$ cat src/rtl/mdio_eng_pkg.sv
package mdio_eng_pkg;
  localparam int CMD_W    = 32;
  localparam int DATA_W   = 16;
  localparam int OP_HI    = 29;
  localparam int OP_LO    = 28;
  localparam logic [1:0] OP_READ = 2'b10;
  localparam int TA_BITS  = 2;

  typedef enum logic [1:0] {
    RATIO_8  = 2'd0,
    RATIO_16 = 2'd1,
    RATIO_32 = 2'd2,
    RATIO_64 = 2'd3
  } mdc_ratio_e;
endpackage

$ cat src/rtl/mdio_clkgen.sv
module mdio_clkgen #(
  parameter int HALF_BASE = 4,
  parameter int CNT_W     = 6
) (
  input  logic       clk,
  input  logic       rst_n,
  input  logic       run,
  input  logic [1:0] ratio,
  output logic       mdc,
  output logic       rise_stb,
  output logic       fall_stb
);
  logic [CNT_W-1:0] cnt_q;
  logic [CNT_W-1:0] half_lim;
  logic             mdc_q;
  logic             wrap;

  assign half_lim = CNT_W'((HALF_BASE << ratio) - 1);
  assign wrap     = run && (cnt_q == half_lim);
  assign rise_stb = wrap && !mdc_q;
  assign fall_stb = wrap && mdc_q;
  assign mdc      = mdc_q;

  always_ff @(posedge clk or negedge rst_n) begin
    if (!rst_n) begin
      cnt_q <= '0;
      mdc_q <= 1'b0;
    end else if (!run) begin
      cnt_q <= '0;
      mdc_q <= 1'b0;
    end else if (wrap) begin
      cnt_q <= '0;
      mdc_q <= ~mdc_q;
    end else begin
      cnt_q <= cnt_q + 1'b1;
    end
  end
endmodule

$ cat src/rtl/mdio_shifter.sv
module mdio_shifter
  import mdio_eng_pkg::*;
#(
  parameter int PRE_BITS = 32
) (
  input  logic              clk,
  input  logic              rst_n,
  input  logic              start,
  input  logic [CMD_W-1:0]  cmd,
  input  logic              rise_stb,
  input  logic              fall_stb,
  input  logic              mdio_i,
  output logic              busy,
  output logic              done,
  output logic              mdio_o,
  output logic              mdio_oe,
  output logic [DATA_W-1:0] cap_data
);
  localparam int FRAME_BITS  = PRE_BITS + CMD_W;
  localparam int IDX_W       = $clog2(FRAME_BITS);
  localparam int SEL_W       = $clog2(CMD_W);
  localparam int LAST_IDX    = FRAME_BITS - 1;
  localparam int DATA_IDX    = FRAME_BITS - DATA_W;
  localparam int RELEASE_IDX = DATA_IDX - TA_BITS;

  logic              busy_q;
  logic [IDX_W-1:0]  idx_q;
  logic [CMD_W-1:0]  word_q;
  logic              rd_q;
  logic [DATA_W-1:0] cap_q;
  logic              at_last;
  logic              in_pre;
  logic [SEL_W-1:0]  sel;
  logic              bit_val;
  logic              released;

  assign at_last  = (idx_q == IDX_W'(LAST_IDX));
  assign in_pre   = (idx_q < IDX_W'(PRE_BITS));
  assign sel      = SEL_W'(IDX_W'(LAST_IDX) - idx_q);
  assign bit_val  = in_pre ? 1'b1 : word_q[sel];
  assign released = rd_q && (idx_q >= IDX_W'(RELEASE_IDX));

  assign busy     = busy_q;
  assign done     = busy_q && fall_stb && at_last;
  assign mdio_oe  = busy_q && !released;
  assign mdio_o   = mdio_oe ? bit_val : 1'b0;
  assign cap_data = cap_q;

  always_ff @(posedge clk or negedge rst_n) begin
    if (!rst_n) begin
      busy_q <= 1'b0;
      idx_q  <= '0;
      word_q <= '0;
      rd_q   <= 1'b0;
      cap_q  <= '0;
    end else if (!busy_q) begin
      if (start) begin
        busy_q <= 1'b1;
        idx_q  <= '0;
        word_q <= cmd;
        rd_q   <= (cmd[OP_HI:OP_LO] == OP_READ);
        cap_q  <= '0;
      end
    end else begin
      if (rise_stb && rd_q && (idx_q >= IDX_W'(DATA_IDX)))
        cap_q <= {cap_q[DATA_W-2:0], mdio_i};
      if (fall_stb) begin
        if (at_last) busy_q <= 1'b0;
        else         idx_q  <= idx_q + 1'b1;
      end
    end
  end
endmodule

$ cat src/rtl/mdio_cmd_engine.sv
module mdio_cmd_engine
  import mdio_eng_pkg::*;
#(
  parameter int PRE_BITS  = 32,
  parameter int HALF_BASE = 4
) (
  input  logic        clk,
  input  logic        rst_n,
  input  logic        port_en,
  input  logic [1:0]  div_sel,
  input  logic        cmd_wr,
  input  logic [31:0] cmd_wdata,
  output logic [31:0] cmd_rdata,
  output logic        idle,
  output logic        mdc,
  output logic        mdio_o,
  output logic        mdio_oe,
  input  logic        mdio_i
);
  localparam int CNT_W = $clog2(HALF_BASE << 3) + 1;

  logic [CMD_W-1:0]  cmd_q;
  logic [1:0]        ratio_q;
  logic              accept;
  logic              busy;
  logic              done;
  logic              rise_stb;
  logic              fall_stb;
  logic [DATA_W-1:0] cap_data;

  assign accept    = cmd_wr && port_en && !busy;
  assign idle      = !busy;
  assign cmd_rdata = cmd_q;

  always_ff @(posedge clk or negedge rst_n) begin
    if (!rst_n) begin
      cmd_q   <= '0;
      ratio_q <= RATIO_8;
    end else if (accept) begin
      cmd_q   <= cmd_wdata;
      ratio_q <= div_sel;
    end else if (done && (cmd_q[OP_HI:OP_LO] == OP_READ)) begin
      cmd_q[DATA_W-1:0] <= cap_data;
    end
  end

  mdio_clkgen #(.HALF_BASE(HALF_BASE), .CNT_W(CNT_W)) u_clk (
    .clk      (clk),
    .rst_n    (rst_n),
    .run      (busy),
    .ratio    (ratio_q),
    .mdc      (mdc),
    .rise_stb (rise_stb),
    .fall_stb (fall_stb)
  );

  mdio_shifter #(.PRE_BITS(PRE_BITS)) u_shift (
    .clk      (clk),
    .rst_n    (rst_n),
    .start    (accept),
    .cmd      (cmd_wdata),
    .rise_stb (rise_stb),
    .fall_stb (fall_stb),
    .mdio_i   (mdio_i),
    .busy     (busy),
    .done     (done),
    .mdio_o   (mdio_o),
    .mdio_oe  (mdio_oe),
    .cap_data (cap_data)
  );
endmodule

$ cat config.mk
export PLATFORM = sky130hd
export DESIGN_NAME = mdio_cmd_engine
export DESIGN_NICKNAME = d
export VERILOG_FILES = /design/src/rtl/mdio_eng_pkg.sv /design/src/rtl/mdio_clkgen.sv /design/src/rtl/mdio_shifter.sv /design/src/rtl/mdio_cmd_engine.sv
export SDC_FILE = /design/constraint.sdc
export NUM_CORES = 1
export LEC_CHECK = 0
export ABC_AREA = 1
export BUFFER_PORTS_ARGS = -buffer_cell sky130_fd_sc_hd__buf_2
export CORE_MARGIN = 4
export CORE_UTILIZATION = 35
export CTS_CLUSTER_DIAMETER = 30
export CTS_CLUSTER_SIZE = 16
export DETAILED_ROUTE_END_ITERATION = 16
export PLACE_DENSITY = 0.6
export SLEW_MARGIN = 25
export SYNTH_ARGS = -nofsm -noshare
export SYNTH_HDL_FRONTEND = slang
export SYNTH_SLANG_ARGS = --single-unit
export TNS_END_PERCENT = 5
$ cat constraint.sdc
create_clock -name clk -period 2 [get_ports clk]
set_input_delay 0.1 -clock clk [delete_from_list [all_inputs] [get_ports clk]]
set_output_delay 0.1 -clock clk [all_outputs]
set_load 0.02 [all_outputs]
# [Word-level counts from Yosys, hierarchy flattened]
# Cells that the tools add are included.
[totals] elab_cells=70 output_inout_bits=36 ff_bits=97
[classes] eq_ne=8 shift=1 n_bitwise=2 order_cmp=4 reduce_logical=20 muxes=21 n_addsub=4
[op_table] operator="$mux W16" count=5
[op_table] operator="$mux W6" count=6
[op_table] operator="$add A6 B1 Y6 const B" count=2
[op_table] operator="$ge A6 B6 Y1 const B" count=2
[op_table] operator="$logic_and A1 B1 Y1" count=12
[op_table] operator="$mux W1" count=9
[op_table] operator="$eq A6 B6 Y1" count=1
[op_table] operator="$eq A6 B6 Y1 const B" count=1
[op_table] operator="$lt A5 B6 Y1 const B" count=1
[op_table] operator="$lt A6 B6 Y1 const B" count=1
[op_table] operator="$ne A2 B2 Y1 const B" count=3
[op_table] operator="$shl A3 B2 Y6 const A" count=1
[op_table] operator="$sub A6 B2 Y6 const B" count=1
[op_table] operator="$bmux W1 S5" count=1
[op_table] operator="$sub A5 B5 Y5 const A" count=1
[op_table] operator="$eq A2 B2 Y1 const B" count=2
[op_table] operator="$reduce_and A2 Y1" count=2
[op_table] operator="$reduce_bool A2 Y1" count=2
[op_table] operator="$logic_not A1 Y1" count=3
[op_table] operator="$reduce_and A3 Y1" count=1
[op_table] operator="$ne A2 B1 Y1 const B" count=1
[op_table] operator="$not A1 Y1" count=2

# [Longest topological paths before layout]
# Gate-level depths: netlist of the first run.
[logic_depth] ltp_word=10 depth_mapped=12 ltp_nobuf=11

# [By module]
# Synthesis of the first run repeated with hierarchy kept, for this count alone.
[unflattened] hier_cells=579 area_unflattened_um2=4679.5
[modules_own_cells] mod="mdio_shifter" area_per_inst_um2=2673.8 n_inst=1 cells_per_inst=324
[modules_own_cells] mod="mdio_cmd_engine" area_per_inst_um2=1581.5 n_inst=1 cells_per_inst=202
[modules_own_cells] mod="mdio_clkgen" area_per_inst_um2=424.2 n_inst=1 cells_per_inst=53

# [Least setup slack after synthesis of the first run]
# No wires, ideal clock.
[synth_path] kind="reg-to-output" startpoint="reg u_shift.idx_q[0]" endpoint="out mdio_o" setup_slack_ns=0.292 stages_incl_launch_ff=10 t_arrival_ns=1.608 cell_sequence="dfrtp_1 buf_2 clkinv_1 nand2_1 nand3_1 a21boi_0 nor2_1 nand2_1 nand2_1 a21boi_0"
[synth_via] elab_chain_len=5 word_cells_on_any_way=10 cone_classes="add/sub (1); order compare (2); mux (4); reduce/logical (3)"
[synth_rtl] element="from (decl)" line_no="mdio_shifter.sv:27" text="logic [IDX_W-1:0] idx_q;"
[synth_rtl] element="from (signal assigned)" line_no="mdio_shifter.sv:69" text="else idx_q <= idx_q + 1'b1;"
[synth_rtl] element="$sub A5 B5 Y5 / $ge A6 B6 Y1 (equally long branches)" line_no="mdio_shifter.sv:39, mdio_shifter.sv:41"
[synth_rtl] element="$bmux W1 S5 / $logic_and A1 B1 Y1 (equally long branches)" line_no="mdio_shifter.sv:40, mdio_shifter.sv:41"
[synth_rtl] element="$mux W1 (not written as such) / $logic_not A1 Y1 (equally long branches)" line_no="mdio_shifter.sv:40, mdio_shifter.sv:45"
[synth_rtl] element="$mux W1 / $logic_and A1 B1 Y1 (equally long branches)" line_no="mdio_shifter.sv:40, mdio_shifter.sv:45"
[synth_rtl] element="$mux W1 *" line_no="mdio_shifter.sv:46" text="assign mdio_o = mdio_oe ? bit_val : 1'b0;"
[synth_rtl] element="to (decl)" line_no="mdio_cmd_engine.sv:16" text="output logic mdio_o,"
# Every way passes the cells marked *; elsewhere a longest branch is shown, timed or not. The select of a mux whose other input is x is not followed.

# [Worst setup path after layout of the first run]
# Same ends and word-level chain as after synthesis.

==> impl_summary.log, run 1 <==
INFO  metric clock_tree.root_cell = sky130_fd_sc_hd__clkbuf_16
INFO  metric reg2reg_depth = 11
INFO  metric finish.cell_count_without_fillers = 758
INFO  metric worstPathRequired = 1.90 ns
INFO  metric synth_top_family_by_area = simple AND/OR/NAND/NOR gates
INFO  metric cts_tree = built
INFO  metric grt_antenna_before_repair = 0
INFO  metric synth_seq_area_share = 0.487
INFO  metric worst_hold_path.num_cells = 3
INFO  metric design.final.nets = 651
INFO  metric startpoint_type = flop
INFO  metric vias = 3490
INFO  metric post_route_cells_drive_above_1_share = 0.203
INFO  metric setup.worst_path.class = reg -> out
INFO  metric routabilityCongestion = 0.815
INFO  metric leakage = 2.64 nW
INFO  metric p_total = 0.00330 W
INFO  metric totalNegativeSetupSlack = 0 ns
INFO  metric fmax = 537 MHz
INFO  metric power.density = 650 nW/um^2
INFO  metric post-route-worst-setup-slack = 0.136 ns
INFO  metric syn_to_final_growth = 22.0%
INFO  metric worstReg2RegStart = u_clk.cnt_q[0]$_DFF_PN0_
INFO  metric report.final.slew_viol_count = 0
INFO  metric die_h = 117 um
INFO  metric detail_route.first_pass.iterations = 4
INFO  metric synth_simple_gate_area_frac = 0.279
INFO  metric regToRegSetupSlack = 0.22 ns
INFO  metric final_critical_path_share_of_the_clock_period = 0.932
INFO  metric cp_data_arrival_time = 1.76 ns
INFO  metric start_util = 0.362
INFO  metric worst_ir_drop_vdd = 304 uV
INFO  metric number_of_distinct_library_cells_after_synthesis = 32
INFO  metric drcViolationCount = 0
INFO  metric finalHoldWorstSlack = 0.0174 ns
INFO  metric min_delay_worst_endpoint = u_shift.word_q[0]$_DFFE_PN0P_
INFO  metric ys_dominant_reg_cell = sky130_fd_sc_hd__dfrtp_1
INFO  metric regToRegEndpoint = cmd_rdata[6]$_DFFE_PN0P_
INFO  metric synth-edff-count = 0
INFO  metric dieWidth = 117 um
INFO  metric synth_cells = 532
INFO  metric number_of_synthesized_register_bits = 81
INFO  metric groute.usage.overall = 0.157
INFO  metric finalWirelength = 9920 um
INFO  metric grt_first_pass_wirelength = 16800 um
INFO  metric viasPerCell = 4.60
INFO  metric worstMarginPinSlew = 0.569 ns
INFO  metric postSynthNetCount = 573
INFO  metric synthXorXnorAreaFrac = 0.00421
INFO  metric grt_remaining_overflow = 0
INFO  metric post_synthesis_compound_gate_area_fraction = 0.105
INFO  metric max-cap-violations = 0
INFO  metric dp_hpwl = 7090 um
INFO  metric worstSetupEndpointType = output port
INFO  metric row_count = 39
INFO  metric number_of_global_route_vias_before_repair = 3480
INFO  metric worst_setup_hold_path_clk_slew = 0.06 ns
INFO  metric antenna-diode-count = 0
INFO  metric maxSlewHeadroom = 0.621
INFO  metric htreeDepth = 3
INFO  metric ant_nets = 0
INFO  metric drt-initial-drc-count = 209
INFO  metric post_synth_fa_ha_maj_area_fraction = 0.00601
INFO  metric hold_path.startpoint = cmd_wdata[0]
INFO  metric core_area = 11500 um^2
INFO  metric port_buffers = 74
INFO  metric final.min_clock_period = 1.86 ns
INFO  metric final.setup_skew = 0.0101 ns
INFO  metric setup_repair_after_global_routing_missed_its_margin = false
INFO  metric clk-insertion-delay-late = 0.34 ns
INFO  metric place_inst = 722
INFO  metric netlist_area = 4170 um^2
INFO  metric route.detailed.wl_per_inst = 13.1 um
INFO  metric synthDominantCellAreaShare = 0.487
INFO  metric die_area = 13700 um^2
INFO  metric finalSetupViolations = 0
INFO  metric cts_inserted_buffers = 9
INFO  metric post_synth.cell_area_avg = 7.83 um^2
INFO  metric synth_top_cells_by_area = sky130_fd_sc_hd__dfrtp_1, sky130_fd_sc_hd__nand2_1, sky130_fd_sc_hd__inv_1, sky130_fd_sc_hd__o21ai_0, sky130_fd_sc_hd__nand3_1
INFO  metric synthMuxAreaShare = 0
INFO  metric post-place-ws = 0.195 ns
INFO  metric grt_start_max_net_pins = 62
INFO  metric clock_tree.buffer_depth = 2
INFO  metric timing.hold.worst.class = in -> reg
INFO  metric netlist.top_cell.by_area = sky130_fd_sc_hd__dfrtp_1
INFO  metric tritoncts_num_sinks = 81
INFO  metric async_sr_flop_fraction = 1.00
INFO  metric cp_max_fo = 9
INFO  metric status = complete, no violations
INFO  metric finalHoldViolations = 0
INFO  metric synth_warnings = 0
INFO  metric design.portCount = 75
-- cell type report --
type / instances / area (um^2)
Clock buffer: 11 / 243
Clock inverter: 5 / 40.0
Fill cell: 1146 / 6440
Inverter: 68 / 259
Multi-Input combinational cell: 345 / 1640
Sequential cell: 81 / 2030
Tap cell: 143 / 179
Timing Repair Buffer: 105 / 688
-- placed cells by master (no fill, tap or decap), types with 2 or more instances in the layout --
cell type / Yosys / final
sky130_fd_sc_hd__buf_12: 0 / 2
sky130_fd_sc_hd__nor3b_1: 2 / 2
sky130_fd_sc_hd__ha_1: 2 / 2
sky130_fd_sc_hd__nor3_1: 4 / 4
sky130_fd_sc_hd__o21ai_2: 6 / 6
sky130_fd_sc_hd__buf_2: 9 / 72
sky130_fd_sc_hd__buf_6: 3 / 2
sky130_fd_sc_hd__nand3_2: 2 / 2
sky130_fd_sc_hd__o21bai_1: 14 / 14
sky130_fd_sc_hd__dlygate4sd3_1: 0 / 19
sky130_fd_sc_hd__inv_2: 2 / 2
sky130_fd_sc_hd__nor2_4: 4 / 4
sky130_fd_sc_hd__dfrtp_1: 81 / 80
sky130_fd_sc_hd__o21ai_0: 43 / 42
sky130_fd_sc_hd__nand2_1: 162 / 162
sky130_fd_sc_hd__buf_4: 18 / 10
sky130_fd_sc_hd__nand2_2: 2 / 2
sky130_fd_sc_hd__o21ai_1: 5 / 6
sky130_fd_sc_hd__clkbuf_16: 0 / 9
sky130_fd_sc_hd__nand3_1: 41 / 41
sky130_fd_sc_hd__inv_1: 64 / 64
sky130_fd_sc_hd__nor2_1: 46 / 46
sky130_fd_sc_hd__a21oi_1: 2 / 2
sky130_fd_sc_hd__clkinvlp_4: 0 / 3
-- worst max-delay path, cell delays in order (launching register included) --
cell                       delay, ns
sky130_fd_sc_hd__dfrtp_2        0.45
sky130_fd_sc_hd__buf_6          0.16
sky130_fd_sc_hd__o21ai_1        0.15
sky130_fd_sc_hd__nand2_1        0.09
sky130_fd_sc_hd__nand3_1        0.10
sky130_fd_sc_hd__nand3_1        0.07
sky130_fd_sc_hd__nand2_1        0.07
sky130_fd_sc_hd__nand2_1        0.06
sky130_fd_sc_hd__a21boi_2       0.13
sky130_fd_sc_hd__buf_4          0.15
-- synth_stat cells, types with 2 or more instances --
master,n
sky130_fd_sc_hd__dfrtp_1,81
sky130_fd_sc_hd__buf_2,9
sky130_fd_sc_hd__nor3b_1,2
sky130_fd_sc_hd__nor2_1,46
sky130_fd_sc_hd__nand2_2,2
sky130_fd_sc_hd__nand3_1,41
sky130_fd_sc_hd__inv_1,64
sky130_fd_sc_hd__a21oi_1,2
sky130_fd_sc_hd__buf_6,3
sky130_fd_sc_hd__buf_4,18
sky130_fd_sc_hd__o21bai_1,14
sky130_fd_sc_hd__o21ai_0,43
sky130_fd_sc_hd__nor2_4,4
sky130_fd_sc_hd__nand3_2,2
sky130_fd_sc_hd__inv_2,2
sky130_fd_sc_hd__o21ai_1,5
sky130_fd_sc_hd__o21ai_2,6
sky130_fd_sc_hd__nor3_1,4
sky130_fd_sc_hd__nand2_1,162
sky130_fd_sc_hd__buf_1,4
sky130_fd_sc_hd__clkinv_1,2
sky130_fd_sc_hd__clkbuf_1,4
sky130_fd_sc_hd__a21boi_0,2
sky130_fd_sc_hd__ha_1,2
-- repair_timing --
action,4_1_cts,5_1_grt
gates cloned,1,0
endpoints found under the hold margin,59,0
setup endpoints to repair,1,2
hold buffers,19,0
gates resized for setup,5,7
setup buffers,0,0
-- power breakdown --
group	leakage (nW)	total (W)	internal [W]	switching, W
clock	0.128	0.00154	0.000881	0.000664
combinational	1.62	0.000117	0.0000567	0.0000605
sequential	0.887	0.00164	0.00164	0
-- cells by family (layout without fill, tap and decap cells) --
group           Yosys count  in the layout
compound gates           74             74
xor+xnor                  2              2
fa+ha+maj                 2              2
buf+inv                 106            189
flops                    81             81
simple gates            267            267
-- per-stage QoR --
step	cell area, um^2	utilization
finish	5080	0.441
global route	5080	0.441
CTS	5060	0.440
detailed placement	4580	0.398
global placement	4580	0.398
floorplan	4170	-
-- per-layer routing --
layer / vias up / wire length, um / part of all wire / track usage
li1: 1805 / - / - / -
met5: - / 0 / 0 / 0
met2: 96 / 4460 / 0.45 / 0.240
met1: 1581 / 4810 / 0.49 / 0.224
met3: 8 / 547 / 0.055 / 0.0391
met4: 0 / 102 / 0.010 / 0.0436
-- registers in the layout, summed over array words and instances, names as in the netlist --
register	count
cmd_rdata	17
ratio_q	2
u_clk.cnt_q	6
u_clk.mdc	1
u_shift.busy	1
u_shift.cap_data	16
u_shift.idx_q	6
u_shift.rd_q	1
u_shift.word_q	31
-- worst max-delay path by stage --
stage	start	depth (start not counted)	endpoint
2_1_floorplan	u_shift.idx_q[0]$_DFFE_PN0P_	9	mdio_o
3_3_place_gp	u_clk.cnt_q[0]$_DFF_PN0_	11	cmd_rdata[0]$_DFFE_PN0P_
3_5_place_dp	u_clk.cnt_q[0]$_DFF_PN0_	11	cmd_rdata[5]$_DFFE_PN0P_
4_1_cts	u_shift.idx_q[0]$_DFFE_PN0P_	9	mdio_o
5_1_grt	u_shift.idx_q[1]$_DFFE_PN0P_	11	mdio_o
6_report	u_shift.idx_q[0]$_DFFE_PN0P_	9	mdio_o
Power figures use the tool's default switching activity.
==> inputs of run 2 (changes only) <==
--- a/config.mk
+++ b/config.mk
@@ -12,7 +12,8 @@
 export CTS_CLUSTER_DIAMETER = 30
 export CTS_CLUSTER_SIZE = 16
 export DETAILED_ROUTE_END_ITERATION = 16
-export PLACE_DENSITY = 0.6
+export GPL_TIMING_DRIVEN = 0
+export PLACE_DENSITY = 0.52
 export SLEW_MARGIN = 25
 export SYNTH_ARGS = -nofsm -noshare
 export SYNTH_HDL_FRONTEND = slang
==> run 2 against run 1 <==
Critical path depth increased by 2. Non-clock buffer count increased by 26. Power increased by 7.2%. First-iteration DRC count decreased by 29%. Via count increased by 3.4%. Global-route usage increased by 0.89 points. Sequential cell count unchanged. Combinational power about the same. Clock-buffer cell count increased by 1. Sequential share of layout area decreased by 1.7 points. Setup slack got worse by 0.052 ns. Critical endpoint unchanged. Largest cell class unchanged.
==> impl_summary.log, run 2 (synthesized netlist as in run 1, its figures left out) <==
INFO  metric path_cells = buf_6, buf_8, nor2_1, nor2_1, nand2_1, nand3_1, nand3_1, nand2_1, nand2_1, a21boi_2, buf_6
INFO  metric detail_route.first_pass.iterations = 4 (unchanged)
INFO  metric grt_first_pass_wirelength = 17500 um (+3.7%)
INFO  metric timing.critical_path.max_delay_family = simple AND/OR/NAND/NOR gates
INFO  metric core_area = 11500 um^2 (unchanged)
INFO  metric maxSlewHeadroom = 0.559 (-0.0614)
INFO  metric die_area = 13700 um^2 (unchanged)
INFO  metric design.portCount = 75 (unchanged)
INFO  metric final_critical_path_share_of_the_clock_period = 0.958 (+0.0258)
INFO  metric groute.usage.overall = 0.166 (+0.00893)
INFO  metric finalHoldViolations = 0 (unchanged)
INFO  metric antenna-diode-count = 0 (unchanged)
INFO  metric power.density = 667 nW/um^2 (+2.7%)
INFO  metric critPathSlowestCell = sky130_fd_sc_hd__dfrtp_1
INFO  metric final.setup_skew = 0.00425 ns (-0.00587 ns)
INFO  metric leakage = 2.77 nW (+4.9%)
INFO  metric place_area = 4740 um^2 (+3.6%)
INFO  metric cp_max_fo = 10 (+1)
INFO  metric vias = 3609 (+3.4%)
INFO  metric post_route_cells_drive_above_1_share = 0.229 (+0.0261)
INFO  metric clock_tree.buffer_depth = 2 (unchanged)
INFO  metric syn_to_final_growth = 27.3%
INFO  metric cts_inserted_buffers = 9 (unchanged)
INFO  metric place_inst = 750 (+3.9%)
INFO  metric delay_of_the_slowest_cell_on_the_worst_path = 0.36 ns (-0.09 ns)
INFO  metric finalSetupViolations = 0 (unchanged)
INFO  metric worst_ir_drop_vdd = 381 uV (+25%)
INFO  metric report.final.slew_viol_count = 0 (unchanged)
INFO  metric gr-max-usage-layer = met2
INFO  metric worst_setup_hold_path_clk_slew = 0.06 ns (about the same)
INFO  metric worstMarginPinSlew = 0.661 ns (+0.0922 ns)
INFO  metric largest_register_ffs = 31 (unchanged)
INFO  metric start_util = 0.362 (unchanged)
INFO  metric ant_nets = 0 (unchanged)
INFO  metric fin_area = 5300 um^2 (+4.4%)
INFO  metric startpoint_type = flop
INFO  metric die_h = 117 um (unchanged)
INFO  metric drcViolationCount = 0 (unchanged)
INFO  metric dp_hpwl = 7890 um (+11%)
INFO  metric design.final.nets = 677 (+4.0%)
INFO  metric dieWidth = 117 um (unchanged)
INFO  metric met1_resource_use_gr = 0.218 (-0.00682)
INFO  metric cp_data_arrival_time = 1.82 ns (+0.06 ns)
INFO  metric totalNegativeSetupSlack = 0 ns (unchanged)
INFO  metric met3_usage = 0.0216 (-0.0175)
INFO  metric worstPathRequired = 1.90 ns (about the same)
INFO  metric fmax = 522 MHz (-2.7%)
INFO  metric finalWirelength = 10700 um (+8.3%)
INFO  metric finish.cell_count_without_fillers = 784 (+3.4%)
INFO  metric cts_tree = built
INFO  metric number_of_global_route_vias_before_repair = 3594 (+3.3%)
INFO  metric timing.hold.worst.class = in -> reg
INFO  metric setup.worst_path.class = reg -> out
INFO  metric grt_antenna_before_repair = 0 (unchanged)
INFO  metric routabilityCongestion = 0.890 (+9.1%)
INFO  metric row_count = 39 (unchanged)
INFO  metric regMostFlops = u_shift.word_q
INFO  metric clk-insertion-delay-late = 0.34 ns (about the same)
INFO  metric worst_path_most_repeated_cell = sky130_fd_sc_hd__nand2_1
INFO  metric route.detailed.wl_per_inst = 13.7 um (+4.7%)
INFO  metric status = complete, no violations
INFO  metric grt_start_max_net_pins = 44 (-29%)
INFO  metric drt-initial-drc-count = 148 (-29%)
INFO  metric final.min_clock_period = 1.92 ns (+0.0516 ns)
INFO  metric setup_repair_after_global_routing_missed_its_margin = true
INFO  metric htreeDepth = 3 (unchanged)
INFO  metric port_buffers = 74 (unchanged)
INFO  metric met2_usage = 0.280 (+0.0402)
INFO  metric mostFrequentLayoutCells = sky130_fd_sc_hd__nand2_1, sky130_fd_sc_hd__dfrtp_1, sky130_fd_sc_hd__buf_2
INFO  metric viasPerCell = 4.60 (about the same)
INFO  metric tritoncts_num_sinks = 81 (unchanged)
INFO  metric worstSetupEndpointType = output port
INFO  metric grt_remaining_overflow = 0 (unchanged)
INFO  metric max-cap-violations = 0 (unchanged)
INFO  metric timing.critical_path.buf_inv = 3 (+1)
INFO  metric clock_tree.root_cell = sky130_fd_sc_hd__clkbuf_16
INFO  metric layout.cells.most_common = sky130_fd_sc_hd__nand2_1
==> run 2: final timing paths <==
path | startpoint | endpoint | slack, ns | cells past startpoint
max in group asynchronous | rst_n | cmd_rdata[12]$_DFFE_PN0P_ | 1.10 | 3
hold / removal | mdio_i | u_shift.cap_data[0]$_DFFE_PN0P_ | 0.004 | 3
setup / recovery | u_shift.idx_q[0]$_DFFE_PN0P_ | mdio_o | 0.08 | 11
min in group asynchronous | rst_n | u_clk.cnt_q[2]$_DFF_PN0_ | 0.29 | 2
hold reg to reg | u_clk.cnt_q[0]$_DFF_PN0_ | u_clk.cnt_q[0]$_DFF_PN0_ | 0.47 | 1
setup reg to reg | u_clk.cnt_q[0]$_DFF_PN0_ | cmd_rdata[15]$_DFFE_PN0P_ | 0.17 | 12
==> run 2: tightest hold or removal path, stage by stage <==
cell and delay [ns]:
sky130_fd_sc_hd__buf_2 0.08, sky130_fd_sc_hd__nand3_1 0.06, sky130_fd_sc_hd__nand2_1 0.06
==> run 2: layer usage <==
metal	up-vias	share of wire
met2	64	0.48
met5	-	0
met3	14	0.029
met1	1674	0.47
li1	1857	-
met4	0	0.020
==> run 2: power breakdown <==
| group | leakage (nW) | internal (W) | switching [W] |
|---|---|---|---|
| combinational | 1.72 | 0.0000557 | 0.0000596 |
| clock | 0.153 | 0.00113 | 0.000654 |
| sequential | 0.888 | 0.00164 | 0 |
==> run 2: area by class of cell <==
class / instances / area (um^2)
fillers: 1194 / 6210
flip-flops and latches: 81 / 2030
multi-input cells: 345 / 1650
repair buffers: 93 / 584
plain buffers: 38 / 278
inverters: 68 / 259
clock buffers: 12 / 246
well taps: 143 / 179
clock inverters: 4 / 76.3
==> run 2: what timing repair did <==
action	CTS	global route
gates cloned	0	0
resized for setup	13	12
hold endpoints to repair	55	0
buffers inserted	0	1
pin swaps	1	3
setup endpoints to repair	1	15
hold buffers	17	0
==> run 2: metrics by stage <==
step	setup slack, ns	hold WS [ns]	total power [W]	util
after floorplan	0.292	-0.196	0.00168	-
after global placement	0.0631	0.298	0.00175	0.409
after detailed placement	0.0415	0.125	0.00176	0.412
after CTS	0.0121	0.00425	0.00358	0.457
after global routing	-0.0692	0.00383	0.00366	0.460
final	0.0847	0.00368	0.00354	0.460
==> inputs of run 3 (changes only) <==
--- a/config.mk
+++ b/config.mk
@@ -13,7 +13,6 @@
 export CTS_CLUSTER_SIZE = 16
 export DETAILED_ROUTE_END_ITERATION = 16
 export GPL_TIMING_DRIVEN = 0
-export PLACE_DENSITY = 0.52
 export SLEW_MARGIN = 25
 export SYNTH_ARGS = -nofsm -noshare
 export SYNTH_HDL_FRONTEND = slang
==> run 3 against run 2 <==
Sequential share of layout area shrank 0.40 points. Highest routed layer unchanged. Sequential power is essentially flat. Cell count increased by 0.77%. Setup slack improved by 0.0077 ns. Die area unchanged.
==> impl_summary.log, run 3 (synthesized netlist as in run 1, its figures left out) <==
INFO  metric status = complete, no violations
INFO  metric fmax = 524 MHz (+0.40%)
INFO  metric start_util = 0.362 (unchanged)
INFO  metric path_cells = buf_6, clkbuf_16, nand2_1, nand3_1, a21boi_0, nor2_1, nand2_1, nand2_1, a21boi_2, buf_6
INFO  metric place_area = 4740 um^2 (unchanged)
INFO  metric regMostFlops = u_shift.word_q
INFO  metric design.portCount = 75 (unchanged)
INFO  metric finalWirelength = 10600 um (-1.4%)
INFO  metric grt_antenna_before_repair = 0 (unchanged)
INFO  metric clock_tree.root_cell = sky130_fd_sc_hd__clkbuf_16
INFO  metric hold_path.startpoint = cmd_wdata[0]
INFO  metric dp_hpwl = 7810 um (-0.92%)
INFO  metric route.detailed.wl_per_inst = 13.4 um (-2.2%)
INFO  metric route.met3.wl = 512 um (+63%)
INFO  metric drt-initial-drc-count = 177 (+20%)
INFO  metric regToRegSetupSlack = 0.17 ns (about the same)
INFO  metric setup.worst_path.class = reg -> out
INFO  metric grt_start_max_net_pins = 46 (+4.5%)
INFO  metric port_buffers = 74 (unchanged)
INFO  metric fin_area = 5360 um^2 (+1.1%)
INFO  metric delay_of_the_slowest_cell_on_the_worst_path = 0.38 ns (+0.02 ns)
INFO  metric maxSlewHeadroom = 0.619 (+0.0599)
INFO  metric viasPerCell = 4.71 (+2.3%)
INFO  metric critPathSlowestCell = sky130_fd_sc_hd__dfrtp_1
INFO  metric worstSetupEndpointType = output port
INFO  metric worstPathRequired = 1.90 ns (about the same)
INFO  metric cts_inserted_buffers = 9 (unchanged)
INFO  metric die_area = 13700 um^2 (unchanged)
INFO  metric row_count = 39 (unchanged)
INFO  metric largest_register_ffs = 31 (unchanged)
INFO  metric cp_data_arrival_time = 1.81 ns (about the same)
INFO  metric finish.cell_count_without_fillers = 790 (+0.77%)
INFO  metric report.final.slew_viol_count = 0 (unchanged)
INFO  metric seq_area = 2030 um^2 (about the same)
INFO  metric detail_route.first_pass.iterations = 5 (+1)
INFO  metric worst_setup_hold_path_clk_slew = 0.06 ns (about the same)
INFO  metric met1Wirelength = 5030 um (-1.4%)
INFO  metric htreeDepth = 3 (unchanged)
INFO  metric mostFrequentLayoutCells = sky130_fd_sc_hd__nand2_1, sky130_fd_sc_hd__dfrtp_1, sky130_fd_sc_hd__buf_2
INFO  metric timing.hold.worst.class = in -> reg
INFO  metric reg2reg_depth = 12 (unchanged)
INFO  metric timing.critical_path.buf_inv = 3 (unchanged)
INFO  metric startpoint_type = flop
INFO  metric final_critical_path_share_of_the_clock_period = 0.954 (-0.00383)
INFO  metric worstMarginPinSlew = 0.572 ns (-0.0899 ns)
INFO  metric layout.cells.most_common = sky130_fd_sc_hd__nand2_1
INFO  metric fin_util = 0.466 (+0.00522)
INFO  metric design.final.nets = 683 (+0.89%)
INFO  metric drcViolationCount = 0 (unchanged)
INFO  metric ant_nets = 0 (unchanged)
INFO  metric routabilityCongestion = 0.861 (-3.3%)
INFO  metric worstReg2RegStart = u_clk.cnt_q[0]$_DFF_PN0_
INFO  metric die_h = 117 um (unchanged)
INFO  metric detailroute.wirelength.met2 = 4970 um (-2.7%)
INFO  metric p_total = 0.00348 W (-1.7%)
INFO  metric cts_tree = built
INFO  metric final.setup_skew = 0.00920 ns (+0.00495 ns)
INFO  metric number_of_global_route_vias_before_repair = 3658 (+1.8%)
INFO  metric top_layer_used = met4
INFO  metric worst_hold_path.num_cells = 3 (unchanged)
INFO  metric setup_repair_after_global_routing_missed_its_margin = true
INFO  metric finalHoldViolations = 0 (unchanged)
INFO  metric finalSetupViolations = 0 (unchanged)
INFO  metric min_delay_worst_endpoint = u_shift.word_q[0]$_DFFE_PN0P_
INFO  metric post_route_cells_drive_above_1_share = 0.240 (+0.0102)
INFO  metric final.min_clock_period = 1.91 ns (-0.00766 ns)
INFO  metric vias = 3719 (+3.0%)
INFO  metric fillCellCount = 1152 (-3.5%)
INFO  metric groute.usage.overall = 0.164 (-0.00197)
INFO  metric antenna-diode-count = 0 (unchanged)
INFO  metric grt_remaining_overflow = 0 (unchanged)
INFO  metric dieWidth = 117 um (unchanged)
INFO  metric timing.critical_path.max_delay_family = buffers and inverters
INFO  metric place_inst = 750 (unchanged)
INFO  metric syn_to_final_growth = 28.7%
INFO  metric grt_first_pass_wirelength = 17700 um (+1.1%)
INFO  metric worst_ir_drop_vdd = 399 uV (+4.7%)
INFO  metric clock_tree.buffer_depth = 2 (unchanged)
INFO  metric power.density = 649 nW/um^2 (-2.8%)
INFO  metric regToRegEndpoint = u_shift.cap_data[12]$_DFFE_PN0P_
INFO  metric tritoncts_num_sinks = 81 (unchanged)
INFO  metric clk-insertion-delay-late = 0.34 ns (about the same)
INFO  metric core_area = 11500 um^2 (unchanged)
INFO  metric worst_path_most_repeated_cell = sky130_fd_sc_hd__nand2_1
INFO  metric cp_max_fo = 7 (-3)
INFO  metric leakage = 2.79 nW (+0.95%)
INFO  metric max-cap-violations = 0 (unchanged)
INFO  metric multi_input_comb_area = 1660 um^2 (+0.30%)
[run 3: changes by cell type in the layout (fill, tap and decap cells not counted), sizes merged]
cell,change
clkinvlp,+1
inv,+3
bufinv,-1
dlygate4sd3,+1
buf,+3
clkbuf,-1
[run 3: routing by layer]
| layer | global-route usage | vias to the layer above |
|---|---|---|
| met1 | 0.221 | 1735 |
| li1 | - | 1874 |
| met3 | 0.0411 | 6 |
| met4 | 0.0329 | 0 |
| met5 | 0 | - |
| met2 | 0.272 | 104 |
[run 3: where the power goes]
| group | internal [W] | switching, W | leakage (nW) |
|---|---|---|---|
| clock | 0.00102 | 0.000702 | 0.154 |
| combinational | 0.0000571 | 0.0000609 | 1.75 |
| sequential | 0.00164 | 0 | 0.887 |
| total | 0.00271 | 0.000763 | 2.79 |
[run 3: worst register-to-register path: cells and delay by family, from the launching register on]
| kind | cells | cell delay, ns |
|---|---|---|
| AOI/OAI and AO/OA | 1 | 0.06 |
| adders and majority gates | 1 | 0.20 |
| buffers and inverters | 3 | 0.36 |
| DFF | 1 | 0.37 |
| and+or+nand+nor | 7 | 0.73 |
[run 3: repair_timing]
item	4_1_cts	5_1_grt
hold buffers	18	0
pin swaps	0	9
setup endpoints to repair	1	2
gates resized for setup	11	16
setup buffers	0	4
endpoints found under the hold margin	54	0
gates cloned	0	2
[run 3: through the flow]
| stage | TNS, ns | hold slack [ns] | setup slack [ns] |
|---|---|---|---|
| final | 0 | 0.00485 | 0.0923 |
| after global routing | -0.0221 | 0.0175 | -0.0221 |
| after CTS | 0 | 0.00675 | 0.00158 |
| after detailed placement | 0 | 0.108 | 0.0627 |
| after global placement | 0 | 0.301 | 0.0816 |
| after floorplan | 0 | -0.196 | 0.292 |
[run 3: layout make-up]
cell class,instances,share of cell area
Clock inverter,6,0.0138
Buffer,38,0.0516
Inverter,68,0.0488
Sequential cell,81,0.378
Multi-Input combinational cell,345,0.309
Tap cell,143,0.0334
Timing Repair Buffer,98,0.120
Clock buffer,10,0.0446
Timing Repair inverter,1,0.000933
[run 3: how the worst max path moves through the flow]
stage / start / to / slack (ns) / depth (start not counted)
3_3_place_gp: u_shift.idx_q[0]$_DFFE_PN0P_ / mdio_o / 0.08 / 12
3_5_place_dp: u_shift.idx_q[0]$_DFFE_PN0P_ / mdio_o / 0.06 / 12
4_1_cts: u_shift.idx_q[0]$_DFFE_PN0P_ / mdio_o / 0.002 / 10
2_1_floorplan: u_shift.idx_q[0]$_DFFE_PN0P_ / mdio_o / 0.29 / 9
6_report: u_shift.idx_q[0]$_DFFE_PN0P_ / mdio_o / 0.09 / 10
5_1_grt: u_shift.idx_q[0]$_DFFE_PN0P_ / mdio_o / -0.02 / 11
